[config.mk]
export PLATFORM = sky130hd
export DESIGN_NAME = lsr_tx_seq
export DESIGN_NICKNAME = d
export VERILOG_FILES = /design/src/rtl/lsr_seq_pkg.sv /design/src/rtl/lsr_sync.sv /design/src/rtl/lsr_fault_latch.sv /design/src/rtl/lsr_lane_seq.sv /design/src/rtl/lsr_tx_seq.sv
export SDC_FILE = /design/constraint.sdc
export NUM_CORES = 1
export LEC_CHECK = 0
export ABC_CLOCK_PERIOD_IN_PS = 5200
export CORE_MARGIN = 1
export CORE_UTILIZATION = 25
export DETAILED_ROUTE_END_ITERATION = 8
export HOLD_SLACK_MARGIN = 0.1
export SYNTH_ARGS = -nofsm -noshare
export SYNTH_HDL_FRONTEND = slang
export SYNTH_SLANG_ARGS = --single-unit
[constraint.sdc]
create_clock -name clk -period 5.2 [get_ports clk]
set_input_delay 0.78 -clock clk [delete_from_list [all_inputs] [get_ports clk]]
set_output_delay 0.78 -clock clk [all_outputs]
set_load 0.05 [all_outputs]
[src/rtl/lsr_seq_pkg.sv]
package lsr_seq_pkg;

    typedef struct packed {
        logic pg;
        logic rstn;
        logic en;
        logic dis;
        logic cal;
        logic temp;
    } ctl_t;

    localparam int CTL_W = $bits(ctl_t);

    typedef enum logic [1:0] {
        SEQ_OFF  = 2'd0,
        SEQ_RAMP = 2'd1,
        SEQ_FULL = 2'd2
    } seq_st_t;

    function automatic int max3(input int a, input int b, input int c);
        int m;
        m = a;
        if (b > m) m = b;
        if (c > m) m = c;
        return m;
    endfunction

endpackage

[src/rtl/lsr_sync.sv]
module lsr_sync #(
    parameter int W      = 1,
    parameter int STAGES = 2
) (
    input  logic         clk,
    input  logic         rst,
    input  logic [W-1:0] d,
    output logic [W-1:0] q
);
    logic [W-1:0] stg [STAGES];

    always_ff @(posedge clk) begin
        if (rst) stg[0] <= '0;
        else     stg[0] <= d;
    end

    for (genvar s = 1; s < STAGES; s++) begin : g_stage
        always_ff @(posedge clk) begin
            if (rst) stg[s] <= '0;
            else     stg[s] <= stg[s-1];
        end
    end

    assign q = stg[STAGES-1];
endmodule

[src/rtl/lsr_fault_latch.sv]
module lsr_fault_latch #(
    parameter int LANES   = 4,
    parameter int T_ENLOW = 100000
) (
    input  logic             clk,
    input  logic             rst,
    input  logic [LANES-1:0] ocur_s,
    input  logic             temp_s,
    input  logic             cal_s,
    input  logic             rstn_s,
    input  logic             en_s,
    output logic             latched,
    output logic             en_clr
);
    localparam int LW = $clog2(T_ENLOW + 1);

    logic [LW-1:0] low_cnt;
    logic          en_d;
    logic          fault_any;

    assign fault_any = (|ocur_s) | temp_s | cal_s;
    assign en_clr    = en_s & ~en_d & (low_cnt >= LW'(T_ENLOW));

    always_ff @(posedge clk) begin
        if (rst) begin
            low_cnt <= '0;
            en_d    <= 1'b0;
            latched <= 1'b0;
        end else begin
            en_d <= en_s;
            if (!en_s) begin
                if (low_cnt != LW'(T_ENLOW)) low_cnt <= low_cnt + 1'b1;
            end else begin
                low_cnt <= '0;
            end
            if (!rstn_s) latched <= 1'b0;
            else         latched <= fault_any | (latched & ~en_clr);
        end
    end
endmodule

[src/rtl/lsr_lane_seq.sv]
module lsr_lane_seq
    import lsr_seq_pkg::*;
#(
    parameter int LANES   = 4,
    parameter int T_PWR   = 300000,
    parameter int T_FIRST = 1800000,
    parameter int T_STEP1 = 420000,
    parameter int T_STEP  = 460000
) (
    input  logic             clk,
    input  logic             rst,
    input  logic             pg_s,
    input  logic             gate_ok,
    output logic [LANES-1:0] lane_on
);
    localparam int DMAX = max3(T_FIRST, T_STEP1, T_STEP);
    localparam int CW   = $clog2(DMAX + 1);
    localparam int KW   = $clog2(LANES + 1);
    localparam int PW   = $clog2(T_PWR + 1);

    logic [PW-1:0] pwr_cnt;
    logic          pwr_ready;
    logic          run_ok;
    logic [CW-1:0] cnt;
    logic [CW-1:0] step_len;
    logic [KW-1:0] k;
    seq_st_t       st;

    always_ff @(posedge clk) begin
        if (rst || !pg_s) begin
            pwr_cnt   <= '0;
            pwr_ready <= 1'b0;
        end else if (!pwr_ready) begin
            if (pwr_cnt == PW'(T_PWR - 1)) pwr_ready <= 1'b1;
            else                           pwr_cnt   <= pwr_cnt + 1'b1;
        end
    end

    assign run_ok = gate_ok & pg_s & pwr_ready;

    always_comb begin
        if (k == '0)                step_len = CW'(T_FIRST);
        else if (k == KW'(1))       step_len = CW'(T_STEP1);
        else                        step_len = CW'(T_STEP);
    end

    always_ff @(posedge clk) begin
        if (rst || !run_ok) begin
            st  <= SEQ_OFF;
            k   <= '0;
            cnt <= '0;
        end else if (st != SEQ_FULL) begin
            st <= SEQ_RAMP;
            if (cnt == step_len - 1'b1) begin
                cnt <= '0;
                k   <= k + 1'b1;
                if (k == KW'(LANES - 1)) st <= SEQ_FULL;
            end else begin
                cnt <= cnt + 1'b1;
            end
        end
    end

    for (genvar i = 0; i < LANES; i++) begin : g_lane
        assign lane_on[i] = (k > KW'(i));
    end
endmodule

[src/rtl/lsr_tx_seq.sv]
module lsr_tx_seq
    import lsr_seq_pkg::*;
#(
    parameter int LANES       = 4,
    parameter int SYNC_STAGES = 2,
    parameter int T_PWR       = 300000,
    parameter int T_FIRST     = 1800000,
    parameter int T_STEP1     = 420000,
    parameter int T_STEP      = 460000,
    parameter int T_ENLOW     = 100000
) (
    input  logic             clk,
    input  logic             rst,
    input  logic             dis_i,
    input  logic             en_i,
    input  logic             rstn_i,
    input  logic             pg_i,
    input  logic [LANES-1:0] flt_ocur_i,
    input  logic             flt_temp_i,
    input  logic             flt_cal_i,
    output logic [LANES-1:0] lane_on_o,
    output logic             fault_n_o
);
    localparam int SW = CTL_W + LANES;

    ctl_t             ctl_raw;
    ctl_t             ctl_s;
    logic [LANES-1:0] ocur_s;
    logic             rstn_s;
    logic             en_clr;
    logic             latched;
    logic             gate_ok;

    always_comb begin
        ctl_raw.pg   = pg_i;
        ctl_raw.rstn = rstn_i;
        ctl_raw.en   = en_i;
        ctl_raw.dis  = dis_i;
        ctl_raw.cal  = flt_cal_i;
        ctl_raw.temp = flt_temp_i;
    end

    lsr_sync #(.W(SW), .STAGES(SYNC_STAGES)) i_sync (
        .clk (clk),
        .rst (rst),
        .d   ({ctl_raw, flt_ocur_i}),
        .q   ({ctl_s, ocur_s})
    );

    assign rstn_s = ctl_s.rstn;

    lsr_fault_latch #(.LANES(LANES), .T_ENLOW(T_ENLOW)) i_flt (
        .clk     (clk),
        .rst     (rst),
        .ocur_s  (ocur_s),
        .temp_s  (ctl_s.temp),
        .cal_s   (ctl_s.cal),
        .rstn_s  (rstn_s),
        .en_s    (ctl_s.en),
        .latched (latched),
        .en_clr  (en_clr)
    );

    assign gate_ok = ~ctl_s.dis & ctl_s.en & rstn_s & ~latched;

    lsr_lane_seq #(
        .LANES(LANES), .T_PWR(T_PWR), .T_FIRST(T_FIRST),
        .T_STEP1(T_STEP1), .T_STEP(T_STEP)
    ) i_seq (
        .clk     (clk),
        .rst     (rst),
        .pg_s    (ctl_s.pg),
        .gate_ok (gate_ok),
        .lane_on (lane_on_o)
    );

    assign fault_n_o = ~latched;
endmodule

==> results.sh, run 1 <==
export IMPL_rsz0062_at_grt="false"
export IMPL_start_util_pct=25.83
export IMPL_boundaryPins=17
export IMPL_grt_pass1_vias=2884
export IMPL_die_area_um2=15690
export IMPL_finalCritPeriodShare_pct=60.94
export IMPL_ir_worst_vdd_mv=0.1788
export IMPL_finish_instance_area_um2=4432
export IMPL_end_kind="flop"
export IMPL_crit_required_ps=5450
export IMPL_port_buffers=16
export IMPL_via_per_inst=4.664
export IMPL_seq_area_frac_synth_pct=44.81
export IMPL_cp_slowest_cell="or4_1"
export IMPL_root_buffer="clkbuf_16"
export IMPL_synth_flop_cell="dfxtp_1"
export IMPL_nNetsFinal=448
export IMPL_yosysTopAreaCell="dfxtp_1"
export IMPL_route_detailed_drc=0
export IMPL_finalCriticalPeriod_ps=3169
export IMPL_clockBufferDepth=2
export IMPL_max_stage_delay_ps=920
export IMPL_hpwl_mm=5.040
export IMPL_fin_cells=616
export IMPL_numCtsBuffers=9
export IMPL_synth_edf_count=0
export IMPL_p_total_mw=1.350
export IMPL_top_layer_used="met4"
export IMPL_clk_latency_ps=340
export IMPL_grt_pass1_wl_mm=12.77
export IMPL_grt_max_degree=29
export IMPL_clk_pin_slew_ps=70
export IMPL_hold_buffers=0
export IMPL_synth_area_top_cells="dfxtp_1 (45%), xor2_1 (7.1%), nor2_1 (4.1%), nor2b_1 (3.8%), xnor2_1 (3.2%)"
export IMPL_ant_nets=0
export IMPL_wl_met2_mm=3.331
export IMPL_hp_class="reg2reg"
export IMPL_drt_wirelength_per_cell_um=11.62
export IMPL_path_common_cell="buf_4"
export IMPL_fp_dieH_um=125.2
export IMPL_critPathArrivalTime_ps=3420
export IMPL_startpoint_type="input pin"
export IMPL_placed_area_um2=4123
export IMPL_drtIter0Drc=117
export IMPL_dieWidth_um=125.2
export IMPL_finalSetupTns_ps=0
export IMPL_timing_final_ws_setup_ps=2031
export IMPL_syn_area_per_cell_um2=9.128
export IMPL_worstMarginPinSlew_ps=1014
export IMPL_met3WireLength_um=335
export IMPL_yosysUniqueCellTypes=52
export IMPL_criticalPathCategory="in2reg"
export IMPL_hold_viol=0
export IMPL_htree_num_levels=3
export IMPL_vias=2873
export IMPL_yosysWarnings=0
export IMPL_status="completed"
export IMPL_fmax_mhz=315.6
export IMPL_finalSetupViolCount=0
export IMPL_drv_slew=0
export IMPL_synth_fp_nets=437
export IMPL_powerDensity_nw_per_um2=304.6
export IMPL_antennaDiodeCount=0
export IMPL_slew_headroom_pct=31.75
export IMPL_cts_sinks=85
export IMPL_track_usage_pct=9.976
export IMPL_wl_met1_mm=3.428
export IMPL_path_cells="clkdlybuf4s50_1 > buf_4 > nand2b_1 > buf_4 > or4_1 > or3b_2 > o22ai_1"
export IMPL_skew_ps=7.646
export IMPL_placementRows=44
export IMPL_place_ws_ps=1677
export IMPL_place_congestion=0.7868
export IMPL_drive_gt1_share_pct=6.944
export IMPL_synth_cells=416
export IMPL_synth_seq_cells=85
export IMPL_power_leakage_nw=1.522
export IMPL_routed_wl_mm=7.160
export IMPL_antenna_found_initial=0
export IMPL_syn_to_final_growth_pct=16.71
export IMPL_finish_utilization_pct=30.15
export IMPL_fillers=1489
export IMPL_synth_top_area_share_pct=44.81
export IMPL_syn_area_um2=3797
export IMPL_cts_tree="yes"
export IMPL_coreArea_um2=14700
export IMPL_dp_cells=600
export IMPL_overflow=0
export IMPL_crit_fanout=28
export IMPL_cts_post_setup_buffers_inserted=0
export IMPL_cts_resized_gates=0
export IMPL_cap_viol_max_count=0
export IMPL_firstDrtPassIters=4
export IMPL_hold_slack_ps=431.7
export IMPL_async_reset_ff_share_pct=0
==> worst paths after layout <==
kind	slack (ps)	cells past startpoint	endpoint	from
setup / recovery	2030	7	i_seq.cnt[1]$_SDFFE_PP0P_	rst
hold / removal	430	1	i_sync.stg[1][6]$_SDFF_PP0_	i_sync.stg[0][6]$_SDFF_PP0_
setup reg to reg	2670	7	i_seq.k[2]$_SDFFE_PP0P_	i_seq.k[1]$_SDFFE_PP0P_
hold reg to reg	430	1	i_sync.stg[1][6]$_SDFF_PP0_	i_sync.stg[0][6]$_SDFF_PP0_
==> flip-flops by register name (all words and copies together) (netlist names) <==
register / flops
i_seq.st: 2
i_sync.stg: 20
i_flt.en_d: 1
i_seq.pwr_ready: 1
i_flt.low_cnt: 17
i_seq.cnt: 21
i_seq.pwr_cnt: 19
i_flt.latched: 1
i_seq.k: 3
==> worst max-delay path, delay by kind of cell <==
kind	cells	cell delay, ps
buffers and inverters	3	790
and+or+nand+nor	3	1690
AOI/OAI and AO/OA	1	130
==> synthesized netlist by cell type (all sizes together), types with 3 or more instances <==
cell    count
a21oi      12
nand3      23
inv        11
buf         6
or4         3
and2        5
a31o        3
dfxtp      85
xor2       31
nand4      13
or3         3
a211oi      4
ha          9
nor4b       4
and4        7
nand2b      7
nor3b       5
nor2b      23
nor3       21
clkbuf     12
nand4b      3
nor2       41
xnor2      14
and3        8
and4b       3
o21ai       7
nand2      25
a31oi       3
mux2i       3
==> placed cells by master (no fill, tap or decap), types with 13 or more instances in the layout <==
cell,instances
nor3_1,21
nand2_1,25
nand3_1,23
xor2_1,31
xnor2_1,14
nand4_1,13
nor2_1,41
clkdlybuf4s50_1,16
dfxtp_1,85
nor2b_1,23
==> power breakdown <==
group | internal (mW) | switching (mW)
clock network | 0.389 | 0.266
registers | 0.661 | 0.00420
logic | 0.0169 | 0.0136
total | 1.07 | 0.283
==> logic make-up after synthesis <==
kind of cell | after synthesis | share of synthesized area [%]
AOI/OAI and AO/OA | 41 | 7.809
xor gates and xnor gates | 45 | 10.38
adders and majority gates | 9 | 2.965
buffers and inverters | 29 | 3.196
DFF | 85 | 44.81
muxes | 3 | 0.7908
and+or+nand+nor | 204 | 30.05
==> cell type report <==
cell class | count | area, um^2 | area share (%)
Clock inverter | 6 | 70.07 | 1.581
Timing Repair Buffer | 18 | 175.2 | 3.953
Inverter | 11 | 41.29 | 0.9317
Sequential cell | 85 | 1702 | 38.40
Tap cell | 184 | 230.2 | 5.195
Multi-Input combinational cell | 302 | 1974 | 44.55
Clock buffer | 10 | 239.0 | 5.392
==> layer usage <==
metal,global-route usage [%],vias to the layer above
met5,0,-
met4,3.372,0
met3,3.851,5
met2,17.22,59
met1,11.22,1333
li1,-,1476
Power figures use the tool's default switching activity.
==> inputs of run 2 (changes only) <==
- ABC_CLOCK_PERIOD_IN_PS: 5200 -> 2800
- clock period: 5.2 -> 2.8 ns (I/O delays scaled with it)
==> run 2 against run 1 <==
  * Wire length fell by 3.2%
  * Sequential share of layout area down 0.84 points
  * Sequential cell count stayed put
  * Utilization up 0.67 points
  * Worst setup slack lost 1700 ps
  * Non-clock buffer count grew 5
  * Clock skew is 4.1 ps lower
  * Die area unchanged
  * Total power rose by 100%
  * Via count is 1.5% lower
  * Critical path depth decreased by 3
==> results.sh, run 2 (synthesis gave the netlist of run 1 again) <==
export IMPL_end_kind="output port"
export IMPL_routed_wl_mm=6.930
export IMPL_die_area_um2=15690
export IMPL_place_congestion=0.7536
export IMPL_hold_path_end="i_sync.stg[1][4]$_SDFF_PP0_"
export IMPL_top_register="i_seq.cnt"
export IMPL_nNetsFinal=453
export IMPL_finalSetupViolCount=0
export IMPL_hold_buffers=0
export IMPL_cts_sinks=85
export IMPL_drtIter0Drc=189
export IMPL_grt_pass1_vias=2700
export IMPL_place_ws_ps=452.3
export IMPL_crit_buf_inv=2
export IMPL_cts_resized_gates=0
export IMPL_drt_wirelength_per_cell_um=11.16
export IMPL_port_buffers=16
export IMPL_cp_slowest_cell="clkdlybuf4s50_1"
export IMPL_critPathArrivalTime_ps=2070
export IMPL_startpoint_type="flop"
export IMPL_rr_worst_depth=8
export IMPL_max_stage_delay_ps=830
export IMPL_antennaDiodeCount=0
export IMPL_skew_ps=3.584
export IMPL_firstDrtPassIters=7
export IMPL_cp_num_cells=4
export IMPL_placed_area_um2=4160
export IMPL_crit_required_ps=2380
export IMPL_hpwl_mm=4.925
export IMPL_fp_dieH_um=125.2
export IMPL_worstMarginPinSlew_ps=493.0
export IMPL_slew_headroom_pct=67.03
export IMPL_coreArea_um2=14700
export IMPL_powerDensity_nw_per_um2=606.5
export IMPL_boundaryPins=17
export IMPL_htree_num_levels=3
export IMPL_antenna_found_initial=0
export IMPL_timing_final_ws_setup_ps=314.8
export IMPL_reg2reg_to="i_seq.cnt[5]$_SDFFE_PP0P_"
export IMPL_clockBufferDepth=2
export IMPL_final_common_cell="dfxtp_1"
export IMPL_ir_worst_vdd_mv=0.2653
export IMPL_hp_class="reg2reg"
export IMPL_reg2reg_slack_ps=440
export IMPL_cap_viol_max_count=0
export IMPL_finalCritPeriodShare_pct=88.76
export IMPL_largest_register_ffs=21
export IMPL_ant_nets=0
export IMPL_fmax_mhz=402.4
export IMPL_cts_post_setup_buffers_inserted=0
export IMPL_crit_fanout=6
export IMPL_finalCriticalPeriod_ps=2485
export IMPL_grt_pass1_wl_mm=12.25
export IMPL_status="completed"
export IMPL_via_per_inst=4.556
export IMPL_criticalPathCategory="reg2out"
export IMPL_dieWidth_um=125.2
export IMPL_vias=2829
export IMPL_hold_start="i_sync.stg[0][4]$_SDFF_PP0_"
export IMPL_drv_slew=0
export IMPL_cp_top_family="buffers and inverters"
export IMPL_cts_tree="yes"
export IMPL_reg_top3="i_seq.cnt (21), i_sync.stg (20), i_seq.pwr_cnt (19)"
export IMPL_clk_latency_ps=340
export IMPL_clk_pin_slew_ps=60
export IMPL_drive_gt1_share_pct=8.009
export IMPL_r2r_start="i_seq.k[1]$_SDFFE_PP0P_"
export IMPL_power_leakage_nw=1.571
export IMPL_numCtsBuffers=9
export IMPL_finalSetupTns_ps=0
export IMPL_root_buffer="clkbuf_16"
export IMPL_syn_to_final_growth_pct=19.31
export IMPL_hold_viol=0
export IMPL_path_cells="inv_1 > ha_1 > nand2b_1 > clkdlybuf4s50_1"
export IMPL_finish_instance_area_um2=4531
export IMPL_overflow=0
export IMPL_grt_max_degree=27
export IMPL_worstHoldPathCells=1
export IMPL_placementRows=44
export IMPL_track_usage_pct=9.614
export IMPL_route_detailed_drc=0
export IMPL_start_util_pct=25.83
export IMPL_rsz0062_at_grt="false"
export IMPL_most_common_layout_cells="dfxtp_1 (85), nor2_1 (41), xor2_1 (31), nand2_1 (25)"
-- run 2: cell types whose count changed in the layout (fill, tap and decap cells not counted) --
| cell | delta |
|---|---|
| bufinv_16 | +3 |
| clkbuf_8 | -1 |
| clkinv_4 | -2 |
| clkinv_2 | -1 |
| clkinvlp_4 | +1 |
| buf_4 | +5 |
-- run 2: through the flow --
step / hold WS [ps] / power, mW / utilization [%] / instances
finish: 434.5 / 2.748 / 30.82 / 621
detailed placement: 420.4 / 1.318 / 28.30 / 605
global placement: 420.8 / 1.316 / 28.30 / 605
global route: 453.2 / 2.849 / 30.82 / 621
CTS: 435.2 / 2.793 / 30.82 / 621
floorplan: 413.8 / 1.293 / - / 416
-- run 2: how the worst max path moves through the flow --
stage / start / end
floorplan: i_seq.k[0]$_SDFFE_PP0P_ / i_seq.cnt[5]$_SDFFE_PP0P_
global placement: i_seq.k[0]$_SDFFE_PP0P_ / i_seq.cnt[18]$_SDFFE_PP0P_
detailed placement: i_seq.k[1]$_SDFFE_PP0P_ / i_seq.cnt[5]$_SDFFE_PP0P_
CTS: i_seq.k[1]$_SDFFE_PP0P_ / lane_on_o[0]
global route: i_seq.k[1]$_SDFFE_PP0P_ / lane_on_o[0]
finish: i_seq.k[1]$_SDFFE_PP0P_ / lane_on_o[0]
-- run 2: routing by layer --
| layer | up-vias | wire length (um) | track usage [%] |
|---|---|---|---|
| li1 | 1485 | - | - |
| met1 | 1295 | 3476 | 12.16 |
| met2 | 39 | 3066 | 14.95 |
| met3 | 10 | 244 | 2.739 |
| met4 | 0 | 142 | 4.806 |
| met5 | - | 0 | 0 |
-- run 2: cell type report --
class / count / area [um^2]
tap: 184 / 230.2
clock buffer: 9 / 225.2
multi-input combinational: 302 / 1974
timing repair buffer: 23 / 212.7
sequential: 85 / 1702
clock inverter: 7 / 145.1
fill: 1514 / 10170
inverter: 11 / 41.29
-- run 2: report_power, final --
group          switching [mW]  internal [mW]  leakage (nW)  total [mW]
clock                   0.491          0.967         0.177        1.46
combinational          0.0242         0.0312         0.705      0.0554
sequential            0.00742           1.23         0.690        1.23
total                   0.522           2.23          1.57        2.75
